$ cat config.mk
export PLATFORM = sky130hd
export DESIGN_NAME = irq_cause_ctrl
export DESIGN_NICKNAME = d
export VERILOG_FILES = /design/src/rtl/irq_pkg.sv /design/src/rtl/irq_addr_dec.sv /design/src/rtl/irq_cause_reg.sv /design/src/rtl/irq_enable_reg.sv /design/src/rtl/irq_req_out.sv /design/src/rtl/irq_cause_ctrl.sv
export SDC_FILE = /design/constraint.sdc
export NUM_CORES = 1
export LEC_CHECK = 0
export ABC_CLOCK_PERIOD_IN_PS = 2000
export BUFFER_PORTS_ARGS = -buffer_cell sky130_fd_sc_hd__buf_4
export CAP_MARGIN = 20
export CORE_MARGIN = 1
export CORE_UTILIZATION = 35
export DETAILED_ROUTE_END_ITERATION = 7
export PLACE_DENSITY = 0.86
export RECOVER_POWER = 50
export SLEW_MARGIN = 25
export SYNTH_ARGS = -nofsm -noshare
export SYNTH_HDL_FRONTEND = slang
export SYNTH_SLANG_ARGS = --single-unit
$ cat constraint.sdc
create_clock -name clk -period 2 [get_ports clk]
set_input_delay 0.1 -clock clk [delete_from_list [all_inputs] [get_ports clk]]
set_output_delay 0.1 -clock clk [all_outputs]
set_load 0.005 [all_outputs]
$ cat src/rtl/irq_pkg.sv
package irq_pkg;
   typedef enum logic [2:0] {
      SEL_NONE,
      SEL_CAUSE,
      SEL_CSET,
      SEL_ACLR,
      SEL_MSET,
      SEL_MCLR
   } irq_sel_e;
endpackage

$ cat src/rtl/irq_addr_dec.sv
module irq_addr_dec
   import irq_pkg::*;
#(
   parameter int unsigned ADDR_W   = 14,
   parameter int unsigned OFF_CAUSE = 'h200,
   parameter int unsigned OFF_CSET  = 'h202,
   parameter int unsigned OFF_ACLR  = 'h204,
   parameter int unsigned OFF_MSET  = 'h220,
   parameter int unsigned OFF_MCLR  = 'h222
) (
   input  logic [ADDR_W-1:0] addr_i,
   output irq_sel_e          sel_o
);
   initial begin
      assert (OFF_CAUSE < (2 ** ADDR_W) && OFF_MCLR < (2 ** ADDR_W))
         else $error("register offset does not fit ADDR_W");
      assert (OFF_CAUSE != OFF_CSET && OFF_CSET != OFF_ACLR && OFF_ACLR != OFF_MSET
              && OFF_MSET != OFF_MCLR && OFF_CAUSE != OFF_MSET)
         else $error("register offsets collide");
   end

   always_comb begin
      sel_o = SEL_NONE;
      if      (addr_i == ADDR_W'(OFF_CAUSE)) sel_o = SEL_CAUSE;
      else if (addr_i == ADDR_W'(OFF_CSET))  sel_o = SEL_CSET;
      else if (addr_i == ADDR_W'(OFF_ACLR))  sel_o = SEL_ACLR;
      else if (addr_i == ADDR_W'(OFF_MSET))  sel_o = SEL_MSET;
      else if (addr_i == ADDR_W'(OFF_MCLR))  sel_o = SEL_MCLR;
   end
endmodule

$ cat src/rtl/irq_cause_reg.sv
module irq_cause_reg #(
   parameter int unsigned       DATA_W = 32,
   parameter logic [DATA_W-1:0] VALID  = '1
) (
   input  logic              clk,
   input  logic              rst_n,
   input  logic [DATA_W-1:0] set_i,
   input  logic              rd_clr_i,
   input  logic [DATA_W-1:0] aclr_i,
   output logic [DATA_W-1:0] cause_o
);
   logic [DATA_W-1:0] set_eff;
   logic [DATA_W-1:0] clr_vec;

   assign set_eff = set_i & VALID;
   assign clr_vec = rd_clr_i ? ((aclr_i == '0) ? '1 : aclr_i) : '0;

   for (genvar b = 0; b < DATA_W; b++) begin : g_bit
      if (VALID[b]) begin : g_store
         logic bit_q;
         always_ff @(posedge clk or negedge rst_n) begin
            if (!rst_n)          bit_q <= 1'b0;
            else if (set_eff[b]) bit_q <= 1'b1;
            else if (clr_vec[b]) bit_q <= 1'b0;
         end
         assign cause_o[b] = bit_q;
      end else begin : g_tie
         assign cause_o[b] = 1'b0;
      end
   end


   set_lands_chk: assert property (@(posedge clk) disable iff (!rst_n)
      (|set_eff) |=> ((cause_o & $past(set_eff)) == $past(set_eff)));


   read_clears_all_chk: assert property (@(posedge clk) disable iff (!rst_n)
      (rd_clr_i && !(|set_eff) && aclr_i == '0) |=> (cause_o == '0));
endmodule

$ cat src/rtl/irq_enable_reg.sv
module irq_enable_reg #(
   parameter int unsigned       DATA_W = 32,
   parameter logic [DATA_W-1:0] VALID  = '1
) (
   input  logic              clk,
   input  logic              rst_n,
   input  logic              set_we_i,
   input  logic              clr_we_i,
   input  logic              load_we_i,
   input  logic [DATA_W-1:0] d_i,
   output logic [DATA_W-1:0] q_o
);
   logic [DATA_W-1:0] d_eff;
   logic [DATA_W-1:0] q;

   assign d_eff = d_i & VALID;

   always_ff @(posedge clk or negedge rst_n) begin
      if (!rst_n)         q <= '0;
      else if (load_we_i) q <= d_eff;
      else if (set_we_i)  q <= q | d_eff;
      else if (clr_we_i)  q <= q & ~d_eff;
   end

   assign q_o = q;


   set_takes_chk: assert property (@(posedge clk) disable iff (!rst_n)
      (set_we_i && !load_we_i) |=> ((q_o & $past(d_eff)) == $past(d_eff)));


   clr_takes_chk: assert property (@(posedge clk) disable iff (!rst_n)
      (clr_we_i && !set_we_i && !load_we_i) |=> ((q_o & $past(d_eff)) == '0));


   clr_keeps_chk: assert property (@(posedge clk) disable iff (!rst_n)
      (clr_we_i && !set_we_i && !load_we_i)
         |=> ((q_o & ~$past(d_eff)) == ($past(q_o) & ~$past(d_eff))));
endmodule

$ cat src/rtl/irq_req_out.sv
module irq_req_out #(
   parameter int unsigned DATA_W    = 32,
   parameter bit          REGISTERED = 1'b1
) (
   input  logic              clk,
   input  logic              rst_n,
   input  logic [DATA_W-1:0] cause_i,
   input  logic [DATA_W-1:0] mask_i,
   output logic              irq_o
);
   logic pend;
   assign pend = |(cause_i & mask_i);

   if (REGISTERED) begin : g_reg
      logic irq_q;
      always_ff @(posedge clk or negedge rst_n) begin
         if (!rst_n) irq_q <= 1'b0;
         else        irq_q <= pend;
      end
      assign irq_o = irq_q;


      irq_rise_chk: assert property (@(posedge clk) disable iff (!rst_n)
         pend |=> irq_o);

      irq_fall_chk: assert property (@(posedge clk) disable iff (!rst_n)
         !pend |=> !irq_o);
   end else begin : g_comb
      assign irq_o = pend;
   end
endmodule

$ cat src/rtl/irq_cause_ctrl.sv
module irq_cause_ctrl
   import irq_pkg::*;
#(
   parameter int unsigned DATA_W    = 32,
   parameter int unsigned ADDR_W    = 14,
   parameter int unsigned RX_BIT    = 0,
   parameter int unsigned TX_BIT    = 1,
   parameter int unsigned LSC_BIT   = 20,
   parameter int unsigned OFF_CAUSE = 'h200,
   parameter int unsigned OFF_CSET  = 'h202,
   parameter int unsigned OFF_ACLR  = 'h204,
   parameter int unsigned OFF_MSET  = 'h220,
   parameter int unsigned OFF_MCLR  = 'h222,
   parameter bit          OUT_REG   = 1'b1
) (
   input  logic              clk,
   input  logic              rst_n,
   input  logic              ev_rx_i,
   input  logic              ev_tx_i,
   input  logic              ev_link_i,
   input  logic              wr_en_i,
   input  logic              rd_en_i,
   input  logic [ADDR_W-1:0] addr_i,
   input  logic [DATA_W-1:0] wdata_i,
   output logic [DATA_W-1:0] rdata_o,
   output logic              irq_o
);
   localparam logic [DATA_W-1:0] ONE   = DATA_W'(1);
   localparam logic [DATA_W-1:0] VALID = (ONE << RX_BIT) | (ONE << TX_BIT) | (ONE << LSC_BIT);

   initial begin
      assert (RX_BIT < DATA_W && TX_BIT < DATA_W && LSC_BIT < DATA_W)
         else $error("event bit beyond DATA_W");
      assert (RX_BIT != TX_BIT && TX_BIT != LSC_BIT && RX_BIT != LSC_BIT)
         else $error("event bits must be distinct");
   end

   irq_sel_e          sel;
   logic [DATA_W-1:0] cause, mask, aclr;
   logic [DATA_W-1:0] ev_vec, set_vec;
   logic              cause_rd;

   irq_addr_dec #(
      .ADDR_W(ADDR_W), .OFF_CAUSE(OFF_CAUSE), .OFF_CSET(OFF_CSET),
      .OFF_ACLR(OFF_ACLR), .OFF_MSET(OFF_MSET), .OFF_MCLR(OFF_MCLR)
   ) dec_i (
      .addr_i(addr_i),
      .sel_o (sel)
   );

   always_comb begin
      ev_vec = '0;
      ev_vec[RX_BIT]  = ev_rx_i;
      ev_vec[TX_BIT]  = ev_tx_i;
      ev_vec[LSC_BIT] = ev_link_i;
   end

   assign set_vec  = ev_vec | ((wr_en_i && sel == SEL_CSET) ? wdata_i : '0);
   assign cause_rd = rd_en_i && (sel == SEL_CAUSE);

   irq_cause_reg #(.DATA_W(DATA_W), .VALID(VALID)) cause_i (
      .clk     (clk),
      .rst_n   (rst_n),
      .set_i   (set_vec),
      .rd_clr_i(cause_rd),
      .aclr_i  (aclr),
      .cause_o (cause)
   );

   irq_enable_reg #(.DATA_W(DATA_W), .VALID(VALID)) mask_i (
      .clk      (clk),
      .rst_n    (rst_n),
      .set_we_i (wr_en_i && sel == SEL_MSET),
      .clr_we_i (wr_en_i && sel == SEL_MCLR),
      .load_we_i(1'b0),
      .d_i      (wdata_i),
      .q_o      (mask)
   );

   irq_enable_reg #(.DATA_W(DATA_W), .VALID(VALID)) aclr_i (
      .clk      (clk),
      .rst_n    (rst_n),
      .set_we_i (1'b0),
      .clr_we_i (1'b0),
      .load_we_i(wr_en_i && sel == SEL_ACLR),
      .d_i      (wdata_i),
      .q_o      (aclr)
   );

   irq_req_out #(.DATA_W(DATA_W), .REGISTERED(OUT_REG)) req_i (
      .clk    (clk),
      .rst_n  (rst_n),
      .cause_i(cause),
      .mask_i (mask),
      .irq_o  (irq_o)
   );

   always_comb begin
      unique case (sel)
         SEL_CAUSE: rdata_o = cause;
         SEL_MSET:  rdata_o = mask;
         SEL_ACLR:  rdata_o = aclr;
         default:   rdata_o = '0;
      endcase
   end


   undefined_bits_chk: assert property (@(posedge clk) disable iff (!rst_n)
      ((cause | mask | aclr) & ~VALID) == '0);


   link_event_chk: assert property (@(posedge clk) disable iff (!rst_n)
      ev_link_i |=> cause[LSC_BIT]);
endmodule

==> out/results.txt <==
Outcome: completed
Final hold viol count: 0
Final nets: 182
CP endpoint kind: primary output
Number of synthesized register bits: 10
Critical Path Start Type: primary input
CTS tree: built
CTS H-tree lvls: 1
Cell Area, Synth: 867 um^2
LEAKAGE: 0.534 nW
Floorplan Core Area: 2280 um^2
Worst reg-to-reg setup slack: 1.09 ns
DR pass1 iterations: 4
Max cap viols: 0
TritonCTS Buffers: 3
Clk slew on worst S/H paths: 0.07 ns
Fin util: 0.462
GR Overflow Total: 0
DR WL/cell: 11.5 um
Period utilization: 0.903
Crit path max fanout: 6
Synth Warn #: 0
Die Y-Extent: 51.8 um
PD cells: 443 nW/um^2
Critical Path AT: 1.71 ns
ANT cells: 0
Post-DP HPWL: 1570 um
Share of layout cells above drive strength 1: 0.359
First-pass GRT wire length: 2970 um
# IOs: 86
Final worst slack: 0.194 ns
Vias/cell: 4.65
Via Count: 726
Post-synthesis sequential area ratio: 0.289
Die footprint: 2680 um^2
Worst path top cell family by delay: simple AND/OR/NAND/NOR gates
Area contributors post-synth: dfrtp_1 29%, buf_4 25%, mux2_2 7.8%, nor4_4 4.9%, nand2_1 3.9%
Finished Cell Area: 1050 um^2
Fin cells: 156
Clk Latency, worst-skew pair: 0.27 ns
Drt first-iter violations: 18
Initial antenna violation count: 0
Placed cell area: 1010 um^2
CTS resizes: 0
Setup TNS: 0 ns
Die X-Extent: 51.8 um
DRC errors left: 0
Mean post-synth cell area: 9.13 um^2
Critical Path RT: 1.90 ns
Tot Pwr: 0.466 mW
Top cell by count, worst path: buf_4
Clock period minus worst slack: 1.81 ns
Yosys top cell area share: 0.289
Pin count of the biggest net entering global routing: 11
Row cnt: 17
Placer Congestion: 0.868
Slew Limit Fails: 0
Buf/Inv on CP: 2
Worst min path class: primary input to register
Post-synthesis cell count: 95
Fmax: 554 MHz
Clock sinks: 10
Bufs on Longest Clock Path: 2
Layout area overhead: 21.4%
Cells after DPL: 151
GRT Resource Usage Total: 0.154
Critical path's slowest cell: or4b_1
Crit path cell chain: buf_4, or4b_1, nor4_1, a22oi_1, nand2_1, buf_4
Vias in the first global route: 677
Critical path type: primary input to primary output
Antenna viol nets, final: 0
Starting Density: 0.381
VDD IR max: 0.369 mV
Clk root buf: clkbuf_4
Setup WS pre-CTS: 0.127 ns
Total Wirelength: 1790 um
Area leader, netlist: dfrtp_1
Clk_skew: 0.00452 ns
Worst slew pin tran: 0.568 ns
Setup violations, final: 0
Slew margin rel.: 0.622
Worst hold margin: 0.0201 ns
Number of port buffers: 27
CP max stage delay: 0.68 ns
Unrepaired setup endpoints after global routing: no
Synth cell types: 25
cells in the mapped netlist, drive strengths merged:
cell type  count
nand4          1
a222oi         1
nor4           5
or4            3
nor3b          2
inv            1
a21oi          3
or4bb          1
or2            1
conb           1
buf           30
nand2          9
or4b           3
mux2           6
nand3          3
a22oi          3
or3            1
dfrtp         10
o21ai          7
nor2           4
cell usage in the layout, fill, tap and decap left out, drive strengths merged, types with 2 or more instances in the layout:
cell type / synthesis / routed
dfrtp: 10 / 10
a22oi: 3 / 3
nand3: 3 / 3
nor4: 5 / 5
or4: 3 / 3
clkbuf: 0 / 6
o21ai: 7 / 7
nor2: 4 / 4
or4b: 3 / 3
conb: 1 / 29
nand2: 9 / 9
mux2: 6 / 6
buf: 30 / 28
nor3b: 2 / 2
a21oi: 3 / 3
per-layer routing:
metal  vias up  global-route usage  part of all wire
met5         -                   0                 0
met4         0              0.0450             0.022
met3         4              0.0556             0.080
met2        46               0.292              0.53
met1       326               0.155              0.36
li1        350                   -                 -
worst min-delay path, delay by kind of cell:
kind	cells	cell delay, ns
simple gates	1	0.05
buf+inv	1	0.07
compound gates	1	0.03
repair_timing:
action / in CTS / in global routing
hold buffers: 1 / 0
endpoints found under the hold margin: 10 / 0
setup endpoints to repair: 0 / 0
buffers inserted: 0 / 0
power breakdown:
part / total [mW] / switching [mW] / leakage (nW) / internal, mW
combinational: 0.0776 / 0.0407 / 0.389 / 0.0370
clock: 0.186 / 0.0750 / 0.0210 / 0.111
sequential: 0.203 / 0.000263 / 0.124 / 0.202
total: 0.466 / 0.116 / 0.534 / 0.350
kinds of logic (layout without fill, tap and decap cells):
group / count (synthesis) / in the layout / share of synthesized area
muxes: 6 / 6 / 0.0779
DFF: 10 / 10 / 0.289
and+or+nand+nor: 33 / 33 / 0.273
other: 1 / 29 / 0.00432
AOI/OAI and AO/OA: 14 / 14 / 0.0952
buffers and inverters: 31 / 36 / 0.261
final timing paths:
path | startpoint | end | cells past startpoint
worst max-delay path | addr_i[11] | rdata_o[0] | 6
worst min-delay path | ev_link_i | cause_i.g_bit[20].g_store.bit_q$_DFFE_PN0P_ | 3
worst max register to register | aclr_i.q_o[1]$_DFFE_PN0P_ | cause_i.g_bit[0].g_store.bit_q$_DFFE_PN0P_ | 4
worst min register to register | cause_i.g_bit[1].g_store.bit_q$_DFFE_PN0P_ | cause_i.g_bit[1].g_store.bit_q$_DFFE_PN0P_ | 2
max in group asynchronous | rst_n | cause_i.g_bit[1].g_store.bit_q$_DFFE_PN0P_ | 2
min in group asynchronous | rst_n | async pin | 2
cell type report:
class | count | area (um^2)
Multi-Input combinational cell | 82 | 495
Sequential cell | 10 | 250
Fill cell | 230 | 1220
Timing Repair Buffer | 31 | 231
Tap cell | 28 | 35.0
Clock buffer | 4 | 36.3
Inverter | 1 | 3.75
Note: power is estimated with default switching activity, not from simulation.
